[config.mk]
export PLATFORM = sky130hd
export DESIGN_NAME = sram_ctrl
export DESIGN_NICKNAME = d
export VERILOG_FILES = /design/src/rtl/sram_ctrl.sv
export SDC_FILE = /design/constraint.sdc
export NUM_CORES = 1
export LEC_CHECK = 0
export CORE_MARGIN = 2
export CORE_UTILIZATION = 43
export CTS_BUF_LIST = sky130_fd_sc_hd__clkbuf_16
export CTS_CLUSTER_DIAMETER = 80
export DETAILED_ROUTE_END_ITERATION = 7
export GPL_TIMING_DRIVEN = 1
export PLACE_DENSITY_LB_ADDON = 0.15
export SETUP_SLACK_MARGIN = 0.05
export SYNTH_ARGS = -nofsm -noshare
export SYNTH_HDL_FRONTEND = slang
export SYNTH_SLANG_ARGS = --single-unit
[constraint.sdc]
create_clock -name clk -period 2.09 [get_ports clk]
set_input_delay 0.3135 -clock clk [delete_from_list [all_inputs] [get_ports clk]]
set_output_delay 0.3135 -clock clk [all_outputs]
set_load 0.02 [all_outputs]
[src/rtl/sram_ctrl.sv]
module sram_ctrl #(
  parameter int CLK_NS   = 10,
  parameter int T_RC_NS  = 55,
  parameter int T_ACC_NS = 55,
  parameter int T_OE_NS  = 30,
  parameter int T_WP_NS  = 40,
  parameter int T_CW_NS  = 45,
  parameter int T_DS_NS  = 25,
  parameter int T_HZ_NS  = 25
) (
  input  logic        clk,
  input  logic        rst_n,
  input  logic        req_valid,
  output logic        req_ready,
  input  logic        req_write,
  input  logic        req_byte_mode,
  input  logic [20:0] req_addr,
  input  logic [15:0] req_wdata,
  input  logic [1:0]  req_be,
  output logic        rsp_valid,
  output logic [15:0] rsp_rdata,
  output logic [19:0] sram_addr,
  output logic        sram_a_lsb,
  output logic        sram_ce1_n,
  output logic        sram_ce2,
  output logic        sram_oe_n,
  output logic        sram_we_n,
  output logic        sram_lb_n,
  output logic        sram_ub_n,
  output logic        sram_byte_n,
  output logic [15:0] sram_dq_out,
  output logic        sram_dq_oe,
  input  logic [15:0] sram_dq_in
);
  localparam int C_RC  = (T_RC_NS  + CLK_NS - 1) / CLK_NS;
  localparam int C_ACC = (T_ACC_NS + CLK_NS - 1) / CLK_NS;
  localparam int C_OE  = (T_OE_NS  + CLK_NS - 1) / CLK_NS;
  localparam int C_WP  = (T_WP_NS  + CLK_NS - 1) / CLK_NS;
  localparam int C_CW  = (T_CW_NS  + CLK_NS - 1) / CLK_NS;
  localparam int C_DS  = (T_DS_NS  + CLK_NS - 1) / CLK_NS;
  localparam int C_HZ  = (T_HZ_NS  + CLK_NS - 1) / CLK_NS;
  localparam int C_SMP = (C_ACC > C_OE) ? C_ACC : C_OE;
  localparam int RD_LEN = (C_SMP > C_RC) ? C_SMP : C_RC;
  localparam int C_WPC = (C_WP > C_CW) ? C_WP : C_CW;
  localparam int WR_LO = (C_WPC > C_HZ + C_DS) ? C_WPC : C_HZ + C_DS;
  localparam int WR_LEN = (WR_LO > C_RC) ? WR_LO : C_RC;
  localparam int CW = $clog2(WR_LEN + RD_LEN + 1);
  localparam logic [CW-1:0] RD_LAST = CW'(RD_LEN - 1);
  localparam logic [CW-1:0] WR_RISE = CW'(WR_LO - 1);
  localparam logic [CW-1:0] WR_LAST = CW'(WR_LEN - 1);
  localparam logic [CW-1:0] DQ_ON   = CW'(C_HZ - 1);

  typedef enum logic [1:0] {S_IDLE, S_RD, S_WR} st_t;
  st_t st;
  logic [CW-1:0] cnt;
  logic sel;

  assign req_ready  = (st == S_IDLE);
  assign sram_ce1_n = !sel;
  assign sram_ce2   = sel;

  wire        take      = req_valid && req_ready;
  wire [15:0] lane_mask = {{8{!sram_ub_n}}, {8{!sram_lb_n}}};

  always_ff @(posedge clk or negedge rst_n) begin
    if (!rst_n) begin
      st <= S_IDLE;
      cnt <= '0;
      sel <= 1'b0;
      sram_oe_n <= 1'b1;
      sram_we_n <= 1'b1;
      sram_dq_oe <= 1'b0;
      sram_dq_out <= '0;
      sram_addr <= '0;
      sram_a_lsb <= 1'b0;
      sram_lb_n <= 1'b1;
      sram_ub_n <= 1'b1;
      sram_byte_n <= 1'b1;
      rsp_valid <= 1'b0;
      rsp_rdata <= '0;
    end else begin
      rsp_valid <= 1'b0;
      case (st)
        S_IDLE: if (take) begin
          sel <= 1'b1;
          cnt <= '0;
          sram_byte_n <= !req_byte_mode;
          if (req_byte_mode) begin
            sram_addr <= req_addr[20:1];
            sram_a_lsb <= req_addr[0];
            sram_lb_n <= 1'b0;
            sram_ub_n <= 1'b1;
            sram_dq_out <= {8'h00, req_wdata[7:0]};
          end else begin
            sram_addr <= req_addr[19:0];
            sram_a_lsb <= 1'b0;
            sram_lb_n <= !req_be[0];
            sram_ub_n <= !req_be[1];
            sram_dq_out <= req_wdata;
          end
          if (req_write) begin
            sram_we_n <= 1'b0;
            st <= S_WR;
          end else begin
            sram_oe_n <= 1'b0;
            st <= S_RD;
          end
        end
        S_RD: begin
          cnt <= cnt + 1'b1;
          if (cnt == RD_LAST) begin
            rsp_rdata <= sram_dq_in & lane_mask;
            rsp_valid <= 1'b1;
            sram_oe_n <= 1'b1;
            sel <= 1'b0;
            st <= S_IDLE;
          end
        end
        S_WR: begin
          cnt <= cnt + 1'b1;
          if (cnt == DQ_ON) sram_dq_oe <= 1'b1;
          if (cnt == WR_RISE) begin
            sram_we_n <= 1'b1;
            sram_dq_oe <= 1'b0;
          end
          if (cnt == WR_LAST) begin
            sel <= 1'b0;
            st <= S_IDLE;
          end
        end
        default: st <= S_IDLE;
      endcase
    end
  end
endmodule


==> metrics.log <==
[metrics] required time of the critical path: approximately 1.8 ns
[metrics] Clock Skew: 0.006118 ns
[metrics] first-pass detailed-route iteration total: 6
[metrics] initial antenna violation count: 0
[metrics] Final Cycle Share: ~90%
[metrics] worst slew margin relative to its limit: between 70% and 80%
[metrics] highest clock frequency the design can meet: around 0.53 GHz
[metrics] maximum fanout along the worst path: 10
[metrics] number of rows created at floorplan: 30
[metrics] cells along the critical path: clkdlybuf4s50_1
[metrics] number of enable flip-flop cells after synthesis: 0
[metrics] Clock Tree Root: sky130_fd_sc_hd__clkbuf_16
[metrics] met3 WL post-DR: 590 um
[metrics] number of port buffers: roughly 120
[metrics] Longest Clk Path Bufs: 2
[metrics] clock transition at the register clock pins on the worst setup and hold paths after CTS: about 0.060 ns
[metrics] vertical die dimension: 88.78 um
[metrics] element type at the critical path end: primary output
[metrics] maximum VDD drop: 0.0008280 V
[metrics] chip width: a little under 90 um
[metrics] most common library cell in the layout ignoring fill and taps: sky130_fd_sc_hd__clkdlybuf4s50_1
[metrics] TritonCTS clock tree: yes
[metrics] Crit-path slowest cell: sky130_fd_sc_hd__clkdlybuf4s50_1
[metrics] max-slew violation count: 0
[metrics] largest stage delay on the critical path: 0.63 ns
[metrics] share of cells above drive strength 1: under 10%
[metrics] length of routed wiring on met1: 3.138 mm
[metrics] outcome: finished clean
[metrics] Setup Viol. Count Final: 0
[metrics] multi-input gate area in the final layout: roughly 1300 um2
[metrics] weighted congestion at the end of routability-driven global placement: between 0.8 and 0.9
[metrics] classification of the worst setup path: register to primary output
[metrics] Tot GR Track Use: between 10% and 20%
[metrics] cell count after synthesis: slightly below 300
[metrics] starting utilization of the core area: 44.99%
[metrics] crit path buf inv count: 1
[metrics] Hold Fails Final Rpt: 0
[metrics] number of clock sinks: between 60 and 70
[metrics] most instantiated flip-flop cell in the synthesis netlist: sky130_fd_sc_hd__dfrtp_1
[metrics] count of buffers added by post-CTS timing repair for setup: 0
[metrics] overflow left after global routing: 0
[metrics] total of hold buffers inserted after clock tree synthesis: 0
[metrics] number of vias after detailed routing: 2488
[metrics] antenna-violating nets left: 0
[metrics] htree depth: 3
[metrics] DR WL met2: between 3 and 4 mm
[metrics] placed wire-length estimate after detailed placement: between 5 and 6 mm
[metrics] time the final worst path needs with I/O delays and setup: 1.874 ns
[metrics] number of global-route vias before repair: around 2.5k
[metrics] DR iter-0 viols: 114
[metrics] number of synthesized register bits: 67
[metrics] cell area after synthesis: around 3100 um2
[metrics] clock latency on the worst-skew pair: about 0.32 ns
[metrics] overall die area: around 8000 um2
[metrics] most frequent cells in the layout: sky130_fd_sc_hd__clkdlybuf4s50_1, sky130_fd_sc_hd__dfrtp_1, sky130_fd_sc_hd__nand2_1
[metrics] WP data arrival: 1.56 ns
[metrics] fill count: ~560
[metrics] Synthesis Warnings: 0
[metrics] Hold Slack: around 0.0057 ns
[metrics] count of boundary I/O pins: 123
[metrics] Post-Place Setup Slack: 0.1661 ns
[metrics] Hold Path Class: primary input to async pin
[metrics] Worst path top cell family by delay: buffers and inverters
[metrics] Critical Path Start Type: register
[metrics] top layer in use: met4
[metrics] P&R area growth vs syn: 51.66%
[metrics] Std-Cell Core Area: slightly below 7000 um2
[metrics] power density cells: about 1300 nW/um2
[metrics] Cell variety after synth: 33
[metrics] final critical-path setup slack: approximately 0.22 ns
[metrics] Sequential cell area: approximately 1700 um2
[metrics] worst slew pin tran: between 0.3 and 0.4 ns
[metrics] mean area per synthesized cell: 10.44 um2
[metrics] static leakage power: approximately 2.1 nW
[metrics] TritonCTS buffer count: 9
[metrics] DRC errors left: 0
[metrics] share of flip-flops with an asynchronous set or reset: 100.0%
[metrics] aggregate negative setup slack: 0 ns
[metrics] drt total wl: roughly 7.2 mm
[metrics] Vias per Instance: between 4 and 5
[metrics] post-synthesis sequential area ratio: 54.45%
[metrics] Syn Nets: roughly 360
[metrics] Net count, final: ~490
[metrics] number of diodes added for antenna fixing: 0
[metrics] wire length of the first global-routing pass: 11.51 mm
[metrics] max-capacitance violation count: 0
[metrics] post-detailed-route wirelength per cell: approximately 14 um
[metrics] RSZ-0062 raised after global routing: no
[metrics] maximum number of pins on one net before global-route repair: approximately 70
==> registers in the layout, indices dropped and copies added (netlist names), 2 cells and up <==
name and cells:
sram_dq_out 16, rsp_rdata 16, sram_addr 20, cnt 4
st 2
==> power by group <==
group | switching (mW) | internal (mW) | leakage, nW
clock network | 0.526 | 0.907 | 0.144
logic | 1.39 | 1.30 | 1.20
registers | 0.303 | 1.80 | 0.767
==> routing by layer <==
| layer | GRT usage [%] | up-vias |
|---|---|---|
| li1 | - | 1247 |
| met1 | 24.37 | 1142 |
| met2 | 29.85 | 84 |
| met3 | 5.597 | 15 |
| met4 | 7.300 | 0 |
| met5 | 0 | - |
==> logic make-up after synthesis <==
group | count (synthesis) | synth area share (%)
flip-flops | 67 | 54.45
multiplexers | 32 | 10.73
buffers and inverters | 25 | 3.968
adder cells (fa/ha/maj) | 8 | 3.239
AO/OA/AOI/OAI | 65 | 11.50
AND/OR/NAND/NOR | 99 | 16.11
==> final timing paths <==
path | startpoint | end | slack (ns) | cells after the start
max | sram_lb_n | sram_lb_n | 0.22 | 1
min | rst_n | rsp_rdata[13] | 0.006 | 2
max reg2reg | st[1] | sram_addr[19] | 0.34 | 6
min reg2reg | sram_byte_n | sram_byte_n | 0.47 | 2
max in group asynchronous | rst_n | sram_oe_n | 1.76 | 2
min in group clk | sram_byte_n | sram_byte_n | 0.47 | 2
==> area by class of cell <==
type / instances / area share, %
flip-flops and latches: 67 / 35.90
multi-input cells: 204 / 27.47
clock buffers: 9 / 4.805
repair buffers: 127 / 27.34
well taps: 96 / 2.563
inverters: 8 / 0.6407
clock inverters: 7 / 1.281
==> through the flow <==
step                      cells  power, mW  area, um2  util (%)
after detailed placement    502      4.841       4397     64.01
after global routing        518      6.622       4687     68.23
after global placement      502      4.769       4397     64.01
after CTS                   518      6.299       4683     68.18
final                       518      6.224       4687     68.23
after floorplan             296      3.564       3090         -
==> Yosys cell counts (2+ instances only) <==
| master | count | area, um2 |
|---|---|---|
| sky130_fd_sc_hd__mux2i_1 | 23 | 230.2 |
| sky130_fd_sc_hd__buf_4 | 4 | 30.03 |
| sky130_fd_sc_hd__nor2b_1 | 3 | 18.77 |
| sky130_fd_sc_hd__mux2_2 | 2 | 22.52 |
| sky130_fd_sc_hd__nand2_1 | 54 | 202.7 |
| sky130_fd_sc_hd__a31oi_1 | 2 | 12.51 |
| sky130_fd_sc_hd__ha_1 | 8 | 100.1 |
| sky130_fd_sc_hd__nand3_1 | 2 | 10.01 |
| sky130_fd_sc_hd__mux2_1 | 7 | 78.83 |
| sky130_fd_sc_hd__buf_2 | 11 | 55.05 |
| sky130_fd_sc_hd__dfrtp_1 | 62 | 1551 |
| sky130_fd_sc_hd__a21oi_1 | 5 | 25.02 |
| sky130_fd_sc_hd__o21ai_1 | 39 | 195.2 |
| sky130_fd_sc_hd__nand2b_1 | 28 | 175.2 |
| sky130_fd_sc_hd__clkbuf_1 | 2 | 7.510 |
| sky130_fd_sc_hd__nor2_1 | 2 | 7.510 |
| sky130_fd_sc_hd__inv_1 | 8 | 30.03 |
| sky130_fd_sc_hd__dfstp_2 | 5 | 131.4 |
| sky130_fd_sc_hd__o21ai_0 | 13 | 65.06 |
| sky130_fd_sc_hd__nor3_1 | 2 | 10.01 |
| sky130_fd_sc_hd__nand3b_1 | 2 | 15.01 |
==> what timing repair did <==
item                       CTS  global route
gates cloned                 0             0
setup endpoints to repair    1             5
gates resized for setup      2             1
Power figures use the tool's default switching activity.
